## config.mk

```make
export PLATFORM = sky130hd
export DESIGN_NAME = lfsr_addr_reg
export DESIGN_NICKNAME = d
export VERILOG_FILES = /design/src/rtl/lfsr_addr_pkg.sv /design/src/rtl/lfsr_feedback.sv /design/src/rtl/lfsr_shift_reg.sv /design/src/rtl/lfsr_lockup_detect.sv /design/src/rtl/lfsr_addr_reg.sv
export SDC_FILE = /design/constraint.sdc
export NUM_CORES = 1
export LEC_CHECK = 0
export BUFFER_PORTS_ARGS = -buffer_cell sky130_fd_sc_hd__buf_4
export CORE_ASPECT_RATIO = 0.8
export CORE_UTILIZATION = 45
export CTS_CLUSTER_DIAMETER = 60
export DETAILED_ROUTE_END_ITERATION = 10
export GPL_TIMING_DRIVEN = 0
export PLACE_DENSITY = 0.73
export REMOVE_ABC_BUFFERS = 1
export SETUP_SLACK_MARGIN = 0.1
export SYNTH_ARGS = -nofsm -noshare
export SYNTH_HDL_FRONTEND = slang
export SYNTH_SLANG_ARGS = --single-unit
export TNS_END_PERCENT = 5
```

## constraint.sdc

```tcl
create_clock -name clk -period 1.5 [get_ports clk]
set_input_delay 0.15 -clock clk [delete_from_list [all_inputs] [get_ports clk]]
set_output_delay 0.15 -clock clk [all_outputs]
set_load 0.05 [all_outputs]
```

## src/rtl/lfsr_addr_pkg.sv

```systemverilog
package lfsr_addr_pkg;
  // Tap masks for maximal-length feedback, shift-left Fibonacci form.
  function automatic logic [31:0] default_taps(input int w);
    logic [31:0] m;
    m = '0;
    case (w)
      16: begin m[15] = 1'b1; m[13] = 1'b1; m[12] = 1'b1; m[10] = 1'b1; end
      20: begin m[19] = 1'b1; m[16] = 1'b1; end
      21: begin m[20] = 1'b1; m[18] = 1'b1; end
      22: begin m[21] = 1'b1; m[20] = 1'b1; end
      23: begin m[22] = 1'b1; m[17] = 1'b1; end
      24: begin m[23] = 1'b1; m[22] = 1'b1; m[21] = 1'b1; m[16] = 1'b1; end
      default: begin m[w-1] = 1'b1; m[w-2] = 1'b1; end
    endcase
    return m;
  endfunction
endpackage

```

## src/rtl/lfsr_feedback.sv

```systemverilog
module lfsr_feedback #(
  parameter int WIDTH = 20,
  parameter logic [WIDTH-1:0] TAPS = '1
) (
  input  logic [WIDTH-1:0] state,
  output logic             fb
);
  logic [WIDTH:0] chain;
  assign chain[0] = 1'b0;
  for (genvar i = 0; i < WIDTH; i++) begin : g_tap
    if (TAPS[i]) begin : g_on
      assign chain[i+1] = chain[i] ^ state[i];
    end else begin : g_off
      assign chain[i+1] = chain[i];
    end
  end
  assign fb = chain[WIDTH];
endmodule

```

## src/rtl/lfsr_shift_reg.sv

```systemverilog
module lfsr_shift_reg #(
  parameter int WIDTH = 20,
  parameter logic [WIDTH-1:0] SEED = WIDTH'(1)
) (
  input  logic             clk,
  input  logic             rst,
  input  logic             en,
  input  logic             new_bit,
  output logic [WIDTH-1:0] q
);
  always_ff @(posedge clk) begin
    if (rst)     q <= SEED;
    else if (en) q <= {q[WIDTH-2:0], new_bit};
  end

  assert_reset_seed_R1: assert property (@(posedge clk) rst |=> q == SEED);
  assert_shift_up_R2: assert property (@(posedge clk) disable iff (rst)
    en |=> q[WIDTH-1:1] == $past(q[WIDTH-2:0]));
  assert_hold_R7: assert property (@(posedge clk) disable iff (rst)
    !en |=> $stable(q));
endmodule

```

## src/rtl/lfsr_lockup_detect.sv

```systemverilog
module lfsr_lockup_detect #(
  parameter int WIDTH = 20
) (
  input  logic [WIDTH-1:0] state,
  input  logic             seq_mode,
  output logic             flag
);
  assign flag = seq_mode && (state == '0);
endmodule

```

## src/rtl/lfsr_addr_reg.sv

```systemverilog
module lfsr_addr_reg #(
  parameter int WIDTH = 20,
  parameter logic [WIDTH-1:0] TAPS = WIDTH'(lfsr_addr_pkg::default_taps(WIDTH))
) (
  input  logic             clk,
  input  logic             rst,
  input  logic             step_en,
  input  logic             ext_mode,
  input  logic             ser_in,
  output logic [WIDTH-1:0] addr,
  output logic             lockup
);
  localparam logic [WIDTH-1:0] SEED = WIDTH'(1);

  logic fb;
  logic new_bit;

  lfsr_feedback #(.WIDTH(WIDTH), .TAPS(TAPS)) u_fb (
    .state(addr), .fb(fb)
  );

  assign new_bit = ext_mode ? ser_in : fb;

  lfsr_shift_reg #(.WIDTH(WIDTH), .SEED(SEED)) u_sr (
    .clk(clk), .rst(rst), .en(step_en), .new_bit(new_bit), .q(addr)
  );

  lfsr_lockup_detect #(.WIDTH(WIDTH)) u_lk (
    .state(addr), .seq_mode(!ext_mode), .flag(lockup)
  );

  assert_tap_feedback_R3: assert property (@(posedge clk) disable iff (rst)
    (step_en && !ext_mode) |=> addr[0] == ^($past(addr) & TAPS));
  assert_serial_insert_R5: assert property (@(posedge clk) disable iff (rst)
    (step_en && ext_mode) |=> addr[0] == $past(ser_in));
  assert_nonzero_kept_R4: assert property (@(posedge clk) disable iff (rst)
    (step_en && !ext_mode && addr != '0) |=> addr != '0);
  assert_zero_stuck_R8: assert property (@(posedge clk) disable iff (rst)
    (step_en && !ext_mode && addr == '0) |=> addr == '0);
endmodule

```

* Yosys cells after proc, flatten, opt, wreduce, memory -nomap -nowiden *
Cells that the tools add are included.

word-level totals
  bits in registers = 20
  bits of input ports = 5
  output and inout port bits = 21
  logic and storage cells = 6

cells by class
  multiplexer cells = 1
  bitwise gates (word level) = 1
  reductions and logical operators = 3

operators with widths
  operator           count
  $logic_not 20->1   1
  $logic_and 1x1->1  1
  $logic_not 1->1    1
  $mux 1             1
  $xor 1x1->1        1

* Longest topological paths before layout *
  word-level depth = 2
  gate-level depth with buffers = 4
  depth with buffers taken out = 3

* Modules after synthesis *
From an unflattened synthesis, not the netlist that was laid out.

second synthesis, totals
  cells, all modules = 75
  area, all modules = 790.8 um2

by module, submodules not included
  module              times used  cells each  area each (um2)  seq. area each (um2)
  lfsr_shift_reg      1           64          708.2            400.4
  lfsr_lockup_detect  1           8           55.1             0.0
  lfsr_addr_reg       1           2           18.8             0.0
  lfsr_feedback       1           1           8.8              0.0

* Least setup slack after synthesis *
OpenSTA, ideal clock, no wires.

  path kind = reg2out
  start = register u_sr.q[16]
  end = output lockup
  arrival time = 2,004 ps
  data required time = 1,350 ps
  slack = -654 ps
  stages on the path, launching flop included = 3
  buffers on the path = 0
  cells stage by stage = dfxtp_1 or4_1 nor4_2

between the ends
  longest elaborated chain between the ends = 2

RTL lines
  what                    line                     source
  from (decl)             lfsr_shift_reg.sv:9      output logic [WIDTH-1:0] q
  from (signal assigned)  lfsr_shift_reg.sv:13     else if (en) q <= {q[WIDTH-2:0], new_bit};
  $logic_not 20->1        lfsr_lockup_detect.sv:8  assign flag = seq_mode && (state == '0);
  $logic_and 1x1->1       lfsr_lockup_detect.sv:8
  to (decl)               lfsr_addr_reg.sv:11      output logic lockup

No other way between the ends.

* Worst setup path in the final report *
  start = register u_sr.q[15]
  end = output lockup

Same word-level chain as after synthesis.

==> summary.txt <==
Synth
  • Top cells by instance count after synthesis: dfxtp_1, mux2i_1, nor2_1
  • Compound-Gate Fraction of Synth Area: 0.0131
  • Main combinational cell family by area after synthesis: multiplexers
  • Cells after Synth: 74
  • Synth warn: 0
  • Post-Syn Area: between 700 and 800 um^2
  • Register area share after synthesis: 0.525
  • FF+latch count, synth: 20
  • Mux cell area share after synthesis: 0.263
  • Proportion of netlist area held by the largest area contributor: 0.525
  • Post-synth EDFFs: 0
  • Synth area leaders: dfxtp_1, mux2i_1, nor2_1, nor4_1, nor4_2
  • Post-synth top flop: dfxtp_1
  • Syn Area/Cell: between 10 and 15 um^2
  • Post-synthesis xor/xnor area fraction: 0.0115
  • Netlist cell types: 14
  • Synth Area in Adders: 0
  • Post-synth ARST share: 0
  • Simple-Gate Fraction of Synth Area: 0.159
  • Area leader, netlist: dfxtp_1

Global routing
  • Gr ovfl total: 0
  • Vias in the first global route: between 500 and 600
  • Largest net degree at the start of global routing: 21
  • Antenna violations before repair: 0
  • Total GRT Usage: 0.196
  • First-pass GRT wire length: around 2400 um

STA
  • Min Tclk post-route: about 1.8 ns
  • Clock skew: 0.0160 ns
  • Achievable clock frequency: 570 MHz
  • RSZ-0062 raised after global routing: true
  • Worst setup margin: -0.255 ns
  • Relative slew slack: 0.785
  • Final setup vio count: 1
  • Period utilisation layout: 1.17
  • Final Max Slew Viols: 0
  • Worst-Margin Slew: 0.322 ns
  • Endpoints failing hold: 0

Floorplanning
  • Core Rows: 12
  • Starting Density: 0.513
  • Die H: about 39 um
  • CORE AREA: ~0.0015 mm^2
  • I/O pins: 26
  • Die ar.: 0.00186 mm^2
  • Die Span X: 48.0 um

Clock tree
  • Clock buffer depth: 2
  • Worst-path clk slew: 0.12 ns
  • H-tree Lvls: 1
  • CTS Sinks: 20
  • Root Driver: clkbuf_4
  • CTS buffer count: 3
  • Worst skew pair latency: around 0.31 ns
  • CTS tree: built

Placement
  • I/O Buffers: 25
  • Dpl hpwl: between 1000 and 1500 um
  • Dpl cells: 116
  • GP Congestion: ~0.74

Drt
  • Detailed router's first-iteration violation count: 6
  • Post-route antenna net violation count: 0
  • Routed Wire Length: 1610 um
  • 1st-pass router iterations: 4
  • Residual DRC: 0
  • Vias: about 600
  • Vias/cell: about 5.0
  • WL/cell: approximately 13 um

Worst hold path
  • Hold/Removal Path Class: input port to flop
  • Hold Crit Depth: 3

Worst setup path
  • Kind of critical path: flop to output pin
  • Crit. End Element: output pin
  • Crit path DAT: ~1.6 ns
  • Worst path required time: 1.35 ns
  • CP max FO: 2
  • FF-to-FF path depth: 4
  • Crit path launch type: flop

Final layout
  • Fin util: 0.730
  • Antenna diodes: 0
  • Reg with most FFs: u_sr.q
  • Layout area overhead: 42.4%
  • Number of flip-flops in the largest register: 20
  • Final Non-Filler Cells: between 100 and 150
  • Layout cell share with drive strength beyond 1: 0.441
  • Final net count: 108
  • Largest regs: u_sr.q: 20 flops

Outcome
  • Violated checks: setup timing
  • Status: finished, violations left

Power and ir drop
  • Leakage: around 0.00053 uW
  • Peak VDD IR: 0.819 mV
  • Pwr Density: between 900 and 1000 mW/mm^2

Job
  • # Max-Cap Violations: 0
==> cells by family after synthesis <==
family / Yosys count
AOI/OAI and AO/OA: 2
xor gates and xnor gates: 1
buffers and inverters: 5
DFF: 20
muxes: 20
and+or+nand+nor: 26
==> report_power, final <==
| part | internal, uW | switching (uW) | total (uW) | leakage (uW) |
|---|---|---|---|---|
| clock | 270 | 169 | 440 | 0.0000279 |
| sequential | 536 | 8.18 | 544 | 0.000166 |
| combinational | 38.3 | 60.6 | 98.9 | 0.000332 |
==> layout make-up <==
| type | instances | area (um^2) |
|---|---|---|
| Sequential cell | 20 | 412 |
| Fill cell | 109 | 402 |
| Multi-Input combinational cell | 49 | 377 |
| Timing Repair Buffer | 28 | 214 |
| Clock inverter | 1 | 30.0 |
| Tap cell | 21 | 26.3 |
| Clock buffer | 3 | 22.5 |
| Inverter | 1 | 3.75 |
==> routing by layer <==
metal / routed length [um] / GRT usage / part of all wire / vias up
met5: 0 / 0 / 0 / -
met4: 13 / 0.0625 / 0.0081 / 0
met3: 77 / 0.0701 / 0.048 / 2
met2: 717 / 0.277 / 0.45 / 16
met1: 797 / 0.271 / 0.50 / 282
li1: - / - / - / 313
==> path summary, 6_finish.rpt <==
check / start / end / slack, ns
max: u_sr.q[15] / lockup / -0.25
min: ser_in / u_sr.q[0] / 0.11
max reg2reg: u_sr.q[16] / u_sr.q[0] / 0.57
min reg2reg: u_sr.q[4] / u_sr.q[5] / 0.54
==> what timing repair did <==
item | 4_1_cts | 5_1_grt
resized for setup | 12 | 3
pin swaps | 2 | 1
hold buffers | 0 | 0
setup buffers | 3 | 0
setup endpoints to repair | 1 | 1
==> worst max-delay path: stages (launching register included) <==
cell	delay, ns
dfxtp_2	0.34
or4_4	0.54
nor4_4	0.24
buf_6	0.19
==> cells in the final DEF (no fill, tap or decap), types with 3 or more instances in the layout <==
cell type  Yosys  routed
dfxtp_2        0       6
nor4_2         1       3
mux2i_1       20      20
nor2_1        19      19
buf_4          0      27
dfxtp_1       20      13
clkbuf_4       0       3
==> through the flow <==
step	area [um^2]	total power (uW)	hold WS, ns	setup TNS, ns	worst slack, ns
finish	1080	1080	0.111	-0.255	-0.255
global route	1080	1120	0.110	-0.319	-0.319
CTS	1070	1080	0.112	-0.226	-0.226
detailed placement	958	650	0.442	-0.0106	-0.0106
global placement	958	650	0.434	-0.0138	-0.0138
floorplan	744	606	0.222	-0.654	-0.654
Power figures use the tool's default switching activity.
